**src/rtl/dmareq_pkg.sv**
```systemverilog
package dmareq_pkg;
  localparam int SETUP_BYTES   = 8;
  localparam logic [7:0]  SIG_TYPE  = 8'h40;
  localparam logic [7:0]  SIG_CODE  = 8'h0C;
  localparam logic [15:0] SIG_VALUE = 16'h0000;
  localparam logic [15:0] SIG_INDEX = 16'h0471;
  localparam int CMD_START_BIT = 7;
  localparam int CMD_DIR_BIT   = 0;
endpackage

```
**src/rtl/dmareq_setup_match.sv**
```systemverilog
module dmareq_setup_match
  import dmareq_pkg::*;
#(
  parameter int PARAM_BYTES = 6
) (
  input  logic       clk,
  input  logic       rst,
  input  logic       vld,
  input  logic       first,
  input  logic [7:0] byte_in,
  output logic       hit,
  output logic       miss
);
  localparam int CW = $clog2(SETUP_BYTES);
  localparam logic [15:0] SIG_LEN = 16'(PARAM_BYTES);

  logic [CW-1:0] cnt_q;
  logic          active_q;
  logic [7:0]    pkt_q [SETUP_BYTES-1];
  logic          match_c;

  for (genvar i = 0; i < SETUP_BYTES - 1; i++) begin : g_store
    always_ff @(posedge clk) begin
      if (vld && ((first && i == 0) || (!first && active_q && cnt_q == CW'(i))))
        pkt_q[i] <= byte_in;
    end
  end

  always_comb begin
    match_c = (pkt_q[0] == SIG_TYPE)
           && (pkt_q[1] == SIG_CODE)
           && (pkt_q[2] == SIG_VALUE[7:0])
           && (pkt_q[3] == SIG_VALUE[15:8])
           && (pkt_q[4] == SIG_INDEX[7:0])
           && (pkt_q[5] == SIG_INDEX[15:8])
           && (pkt_q[6] == SIG_LEN[7:0])
           && (byte_in  == SIG_LEN[15:8]);
  end

  always_ff @(posedge clk) begin
    if (rst) begin
      cnt_q    <= '0;
      active_q <= 1'b0;
      hit      <= 1'b0;
      miss     <= 1'b0;
    end else begin
      hit  <= 1'b0;
      miss <= 1'b0;
      if (vld && first) begin
        cnt_q    <= CW'(1);
        active_q <= 1'b1;
      end else if (vld && active_q) begin
        if (cnt_q == CW'(SETUP_BYTES - 1)) begin
          active_q <= 1'b0;
          cnt_q    <= '0;
          hit      <= match_c;
          miss     <= !match_c;
        end else begin
          cnt_q <= cnt_q + CW'(1);
        end
      end
    end
  end
endmodule

```
**src/rtl/dmareq_param_asm.sv**
```systemverilog
module dmareq_param_asm #(
  parameter int ADDR_BYTES = 3,
  parameter int SIZE_BYTES = 2
) (
  input  logic                    clk,
  input  logic                    rst,
  input  logic                    arm,
  input  logic                    abort,
  input  logic                    vld,
  input  logic [7:0]              byte_in,
  output logic                    done,
  output logic [8*ADDR_BYTES-1:0] addr,
  output logic [8*SIZE_BYTES-1:0] size,
  output logic [7:0]              cmd
);
  localparam int NB = ADDR_BYTES + SIZE_BYTES + 1;
  localparam int CW = $clog2(NB);

  logic [CW-1:0] cnt_q;
  logic          busy_q;
  logic [7:0]    blk_q [NB];

  for (genvar i = 0; i < NB; i++) begin : g_blk
    always_ff @(posedge clk) begin
      if (busy_q && vld && cnt_q == CW'(i))
        blk_q[i] <= byte_in;
    end
  end

  for (genvar i = 0; i < ADDR_BYTES; i++) begin : g_addr
    assign addr[8*i +: 8] = blk_q[i];
  end
  for (genvar i = 0; i < SIZE_BYTES; i++) begin : g_size
    assign size[8*i +: 8] = blk_q[ADDR_BYTES + i];
  end
  assign cmd = blk_q[NB-1];

  always_ff @(posedge clk) begin
    if (rst) begin
      cnt_q  <= '0;
      busy_q <= 1'b0;
      done   <= 1'b0;
    end else begin
      done <= 1'b0;
      if (abort) begin
        busy_q <= 1'b0;
        cnt_q  <= '0;
      end else if (arm) begin
        busy_q <= 1'b1;
        cnt_q  <= '0;
      end else if (busy_q && vld) begin
        if (cnt_q == CW'(NB - 1)) begin
          busy_q <= 1'b0;
          cnt_q  <= '0;
          done   <= 1'b1;
        end else begin
          cnt_q <= cnt_q + CW'(1);
        end
      end
    end
  end
endmodule

```
**src/rtl/dmareq_decoder.sv**
```systemverilog
module dmareq_decoder
  import dmareq_pkg::*;
#(
  parameter int ADDR_BYTES = 3,
  parameter int SIZE_BYTES = 2
) (
  input  logic                    clk,
  input  logic                    rst,
  input  logic                    setup_vld,
  input  logic                    setup_first,
  input  logic [7:0]              setup_byte,
  input  logic                    data_vld,
  input  logic [7:0]              data_byte,
  output logic                    req_valid,
  output logic [8*ADDR_BYTES-1:0] req_addr,
  output logic [8*SIZE_BYTES-1:0] req_size,
  output logic                    req_dir_in,
  output logic                    req_start,
  output logic                    stall
);
  localparam int PARAM_BYTES = ADDR_BYTES + SIZE_BYTES + 1;
  localparam int AW = 8 * ADDR_BYTES;
  localparam int SW = 8 * SIZE_BYTES;

  logic          hit, miss, done, restart;
  logic [AW-1:0] asm_addr;
  logic [SW-1:0] asm_size;
  logic [7:0]    asm_cmd;

  assign restart = setup_vld && setup_first;

  dmareq_setup_match #(.PARAM_BYTES(PARAM_BYTES)) match_i (
    .clk(clk), .rst(rst), .vld(setup_vld), .first(setup_first),
    .byte_in(setup_byte), .hit(hit), .miss(miss)
  );

  dmareq_param_asm #(.ADDR_BYTES(ADDR_BYTES), .SIZE_BYTES(SIZE_BYTES)) asm_i (
    .clk(clk), .rst(rst), .arm(hit), .abort(restart), .vld(data_vld),
    .byte_in(data_byte), .done(done), .addr(asm_addr), .size(asm_size),
    .cmd(asm_cmd)
  );

  always_ff @(posedge clk) begin
    if (rst) begin
      req_valid  <= 1'b0;
      req_addr   <= '0;
      req_size   <= '0;
      req_dir_in <= 1'b0;
      req_start  <= 1'b0;
      stall      <= 1'b0;
    end else begin
      req_valid <= 1'b0;
      if (restart)   stall <= 1'b0;
      else if (miss) stall <= 1'b1;
      if (done && asm_cmd[CMD_START_BIT]) begin
        req_valid  <= 1'b1;
        req_addr   <= asm_addr;
        req_size   <= asm_size;
        req_dir_in <= asm_cmd[CMD_DIR_BIT];
        req_start  <= 1'b1;
      end
    end
  end
endmodule

```
**config.mk**
```make
export PLATFORM = sky130hd
export DESIGN_NAME = dmareq_decoder
export DESIGN_NICKNAME = d
export VERILOG_FILES = /design/src/rtl/dmareq_pkg.sv /design/src/rtl/dmareq_setup_match.sv /design/src/rtl/dmareq_param_asm.sv /design/src/rtl/dmareq_decoder.sv
export SDC_FILE = /design/constraint.sdc
export NUM_CORES = 1
export LEC_CHECK = 0
export ABC_AREA = 1
export BUFFER_PORTS_ARGS = -buffer_cell sky130_fd_sc_hd__buf_4
export CAP_MARGIN = 40
export CORE_ASPECT_RATIO = 1.5
export CORE_MARGIN = 5
export CORE_UTILIZATION = 55
export DETAILED_ROUTE_END_ITERATION = 6
export PLACE_DENSITY = 0.76
export SLEW_MARGIN = 10
export SYNTH_ARGS = -nofsm -noshare
export SYNTH_HDL_FRONTEND = slang
export SYNTH_SLANG_ARGS = --single-unit
```
**constraint.sdc**
```tcl
create_clock -name clk -period 2.6 [get_ports clk]
set_input_delay 0 -clock clk [delete_from_list [all_inputs] [get_ports clk]]
set_output_delay 0 -clock clk [all_outputs]
set_load 0.02 [all_outputs]
```
## Word-level counts from Yosys, hierarchy flattened

Memory sizes are Yosys's and may differ from the RTL's. A register that Yosys moved wholly into a read port is not among the register bits.
Cells that the tools add are included.

| operators by class | value |
|---|---|
| bitwise operators | 3 |
| add/subtract/negate cells | 2 |
| equal/unequal tests | 17 |
| reductions and logical operators | 61 |
| mux-type cells | 71 |

Operators by type and width:

| operator | number |
|---|---|
| $mux 8 | 11 |
| $reduce_or 8->1 | 11 |
| $mux 1 | 47 |
| $mux 3 | 13 |
| $logic_and 1x1->1 | 32 |
| $logic_not 8->1 | 3 |
| $eq 3x3->1 const B | 6 |
| $eq 8x3->1 const B | 2 |
| $eq 8x7->1 const B | 2 |
| $eq 3x2->1 const B | 4 |
| $eq 8x4->1 const B | 1 |
| $reduce_bool 2->1 | 4 |
| $reduce_or 4->1 | 2 |
| $add 3x1->3 const B | 2 |
| $eq 3x1->1 const B | 2 |
| $logic_not 3->1 | 2 |
| $reduce_and 2->1 | 2 |
| $not 1->1 | 3 |
| $reduce_or 3->1 | 1 |
| $logic_not 1->1 | 2 |
| $reduce_or 2->1 | 1 |
| $logic_or 1x1->1 | 1 |

| word-level totals | value |
|---|---|
| input bits | 21 |
| output and inout port bits | 44 |
| memories | 2 |
| register bits | 15 |
| RAM bits | 104 |
| logic and storage cells | 168 |

Memory list:

| name | words | width | rd ports | clocked after Yosys merged registers in | write ports | line | RTL |
|---|---|---|---|---|---|---|---|
| match_i.pkt_q | 7 | 8 | 7 | 0 | 1 | dmareq_setup_match.sv:19 | `logic [7:0] pkt_q [SETUP_BYTES-1];` |
| asm_i.blk_q | 6 | 8 | 6 | 5 | 1 | dmareq_param_asm.sv:21 | `logic [7:0] blk_q [NB];` |

## Logic depth before layout (Yosys ltp)

| depth | value |
|---|---|
| word-level depth | 13 |
| mapped depth | 8 |

## Hierarchy

From an unflattened synthesis, not the netlist that was laid out.

| second synthesis, totals | value |
|---|---|
| cell total of the unflattened synthesis | 536 |
| area, all modules | 5853.1 µm² |

Modules (own cells, without submodules):

| module | cells each | seq. area each (µm²) | times used | area an instance (µm²) |
|---|---|---|---|---|
| dmareq_setup_match | 172 | 1801.7 | 1 | 2344.7 |
| dmareq_decoder | 271 | 880.8 | 1 | 1780.5 |
| dmareq_param_asm | 93 | 1541.5 | 1 | 1727.9 |

## Worst setup path before layout

No wires, ideal clock.

| timing path | value |
|---|---|
| path type | register to register |
| start point | register match_i.cnt_q[0] |
| end point | memory match_i.pkt_q[0][0] (enable) |
| setup slack | 0.912 ns |
| path buffers | 0 |
| clock period less this slack | 1.688 ns |
| setup time | 0.387 ns |
| required time | 2.213 ns |
| cell stages (with the launch flop) | 5 |
| arrival time | 1.301 ns |
| cell sequence | dfxtp_1 -> inv_1 -> ha_1 -> inv_1 -> o31ai_1 |

| on the way | value |
|---|---|
| cells in the longest elaborated chain, start to end | 12 |
| elaborated cells on any way between the ends | 54 |
| those cells by class | eq/ne: 6; mux: 26; reduce/logical: 22 |

RTL lines:

| element | line | RTL |
|---|---|---|
| start, declared | dmareq_setup_match.sv:17 | `logic [CW-1:0] cnt_q;` |
| start signal, assigned | dmareq_setup_match.sv:59 | `cnt_q <= cnt_q + CW'(1);` |
| $eq 3x1->1 / $logic_not 3->1 (equally long branches) | dmareq_setup_match.sv:24 | `if (vld && ((first && i == 0) \|\| (!first && active_q && cnt_q == CW'(i))))` |
| $logic_and 1x1->1 | dmareq_setup_match.sv:24 |  |
| $logic_and 1x1->1 / $logic_or 1x1->1 (equally long branches) | dmareq_setup_match.sv:24 |  |
| $mux 1 / $logic_and 1x1->1 (equally long branches) | dmareq_setup_match.sv:24 |  |
| $mux 1 (on tied branches) | dmareq_setup_match.sv:25, dmareq_setup_match.sv:24 |  |
| $reduce_or 8->1 (no source line) / $mux 1 (equally long branches) | n/a |  |
| $mux 3 (no source line) / $mux 1 (equally long branches) (6 in a row) | n/a |  |
| end, declared | dmareq_setup_match.sv:19 |  |

Several ways; a longest one is shown, not always the timed one.

## Worst setup path in the final report

| timing path | value |
|---|---|
| start point | register match_i.cnt_q[0] |
| end point | memory match_i.pkt_q[5][4] (enable) |

Same word-level chain as after synthesis.

==> impl_metrics.yaml <==
run_status:
  outcome: "finished, final reports clean"
synthesis:
  syn_area_per_cell_um2: 12.09
  muxShareOfSynthArea_pct: 0
  synthTopCellsByArea: "edfxtp_1 (55%), dfxtp_1 (21%), nor2_1 (9.4%)"
  ys_warn_count: 0
  ys_ff_latch: 153
  synthTopCellsByCount: "nor2_1 (133), edfxtp_1 (98), dfxtp_1 (55)"
  synth_top_area_cell: "edfxtp_1"
  synthXorXnorAreaFrac_pct: 0
  yosys.area_share.simple_pct: 14.04
  synth_top_family_by_area: "simple AND/OR/NAND/NOR gates"
  syn_nets: 468
  yosysMostFrequentCell: "nor2_1"
  synth_seq_area_share_pct: 76.03
  syn_inst: 440
  synth-compound-area-share_pct: 5.152
  syn_area_um2: 5319
  synthDistinctLibCells: 22
  synth_adder_area_share_pct: 1.647
  ys_async_sr_fraction_pct: 0
  synth-edff-count: 98
  synthFlopType: "edfxtp_1"
  synth_top_cell_area_share_pct: 55.33
routing:
  wire_per_inst_um: 14.77
  drt_iter0_markers: 217
  vias: 3360
  drcViolationCount: 0
  drtAntennaViolNets: 0
  via_per_inst: 5.030
  routed_wl_um: 9866
  first_pass_iters: 4
place:
  place_ws_ns: 0.7690
  place_inst: 614
  place.gp.congestion: 0.8997
  io_buffers: 64
  post-dp-hpwl_um: 6648
timing:
  timing.final.crit_share_pct: 69.94
  min_period_ns: 1.818
  drv_slew: 0
  fmax_mhz: 549.9
  slew_headroom_pct: 39.99
  finalWorstSetupSlack_ns: 0.7817
  rsz0062_at_grt: "false"
  fin_setup_tns_ns: 0
  worst_pin_slew_ns: 0.8991
  skew_ns: 0.01022
  hold_viol_final: 0
  finalSetupViolations: 0
setup_path:
  end_kind: "flop"
  cp-startpoint: "match_i.cnt_q[0]"
  worstReg2RegStart: "match_i.cnt_q[0]"
  r2r_end: "match_i.pkt_q[5][4]"
  crit_path_end: "match_i.pkt_q[5][4]"
  critPathMaxFanout: 8
  r2r_cells: 3
  worstPathArrival_ns: 1.85
  worst-r2r-setup-slack_ns: 0.78
  critPathKind: "flop to flop"
  worstPathRequired_ns: 2.64
  startpoint_type: "flop"
cells_and_area:
  syn_to_final_growth_pct: 26.04
  layout-drive-gt1-share_pct: 19.53
  final_nets: 568
  diodes: 0
  fin_cells: 668
cts:
  cts_resized: 0
  post_cts_buffers: 0
  htree_levels: 4
  numCtsBuffers: 17
  clock_sinks: 153
  cts_root_buffer: "clkbuf_16"
  cts.clk_slew.worst_paths_ns: 0.06
  worst_skew_pair.late_latency_ns: 0.41
  cts_tree: "done"
  clockBufferDepth: 2
  cts_hold_buf: 22
die:
  rows: 44
  die_x_um: 90.30
  die_y_um: 130.4
  dieArea_um2: 11780
  core-area_um2: 9579
  start_util_pct: 55.53
  boundaryPins: 65
worst_hold_path:
  hold_path_class: "primary input to flop"
  min_path_cells: 2
global_routing:
  grt_pass1_vias: 3214
  grt_max_degree: 44
  gr-total-overflow: 0
  grt_pass1_wl_um: 15680
  grt_usage_pct: 17.52
  antenna_found_initial: 0
flow_run:
  drv_cap: 0
power:
  power_density_nw_per_um2: 739.6
  p_leak_uw: 0.002510
  ir_drop_mv: 0.5216
==> report_power, final <==
part	switching (uW)	total [uW]	internal, uW
Sequential	5.38	2600	2600
Combinational	86.5	149	62.2
Clock	902	2210	1310
==> how the worst min path moves through the flow <==
stage                                   end  slack (ns)          from
after floorplan            match_i.cnt_q[0]        0.07           rst
after global placement    asm_i.blk_q[3][5]        0.24  data_byte[5]
after detailed placement  asm_i.blk_q[3][5]        0.24  data_byte[5]
after CTS                 asm_i.blk_q[3][5]        0.36  data_byte[5]
after global routing      asm_i.blk_q[2][1]        0.37  data_byte[1]
final                     asm_i.blk_q[1][1]        0.38  data_byte[1]
==> state kept, by name, indices dropped and copies added, names as in the netlist, 3 cells and up <==
name and count:
req_size 16, match_i.cnt_q 3, req_addr 24, asm_i.cnt_q 3
match_i.pkt_q 56, asm_i.blk_q 42
==> critical path, cell delays in order (launching register included) <==
cell and delay (ns):
dfxtp_1 0.40, inv_1 0.09, ha_1 0.23, nor4_2 0.73
==> cell type report <==
| type | instances | area, um^2 |
|---|---|---|
| Sequential cell | 153 | 4044 |
| Multi-Input combinational cell | 247 | 1109 |
| Clock inverter | 9 | 62.56 |
| Fill cell | 648 | 2875 |
| Clock buffer | 23 | 479.2 |
| Tap cell | 115 | 143.9 |
| Timing Repair Buffer | 95 | 768.2 |
| Inverter | 26 | 97.59 |
==> cell usage in the layout (no fill, tap or decap), drive strengths merged, types with 2 or more instances in the layout <==
cell / n
or2: 2
dfxtp: 55
dlygate4sd3: 22
o21ai: 44
clkbuf: 23
a21oi: 8
buf: 73
ha: 7
nand3: 6
clkinv: 5
nand2: 34
nor2: 134
edfxtp: 98
inv: 30
nor3: 8
==> metal layers <==
layer	global-route usage (%)	share of wire [%]
met2	33.32	56
met5	0	0
met1	17.38	37
met3	5.269	4.7
met4	8.151	1.6
==> stage by stage <==
step	cell area (um^2)	power [uW]	hold slack [ns]	util (%)
floorplan	5319	2702	0.06941	-
global placement	5942	2770	0.2405	62.03
detailed placement	5942	2775	0.2408	62.03
CTS	6704	4991	0.3638	69.98
global route	6704	5133	0.3702	69.98
finish	6704	4958	0.3841	69.98
==> logic make-up (layout without fill, tap and decap cells) <==
| logic type | after synthesis | in the layout |
|---|---|---|
| simple gates | 186 | 186 |
| flops | 153 | 153 |
| compound gates | 54 | 54 |
| buf+inv | 40 | 153 |
| fa+ha+maj | 7 | 7 |
(Power assumes the default switching activity.)
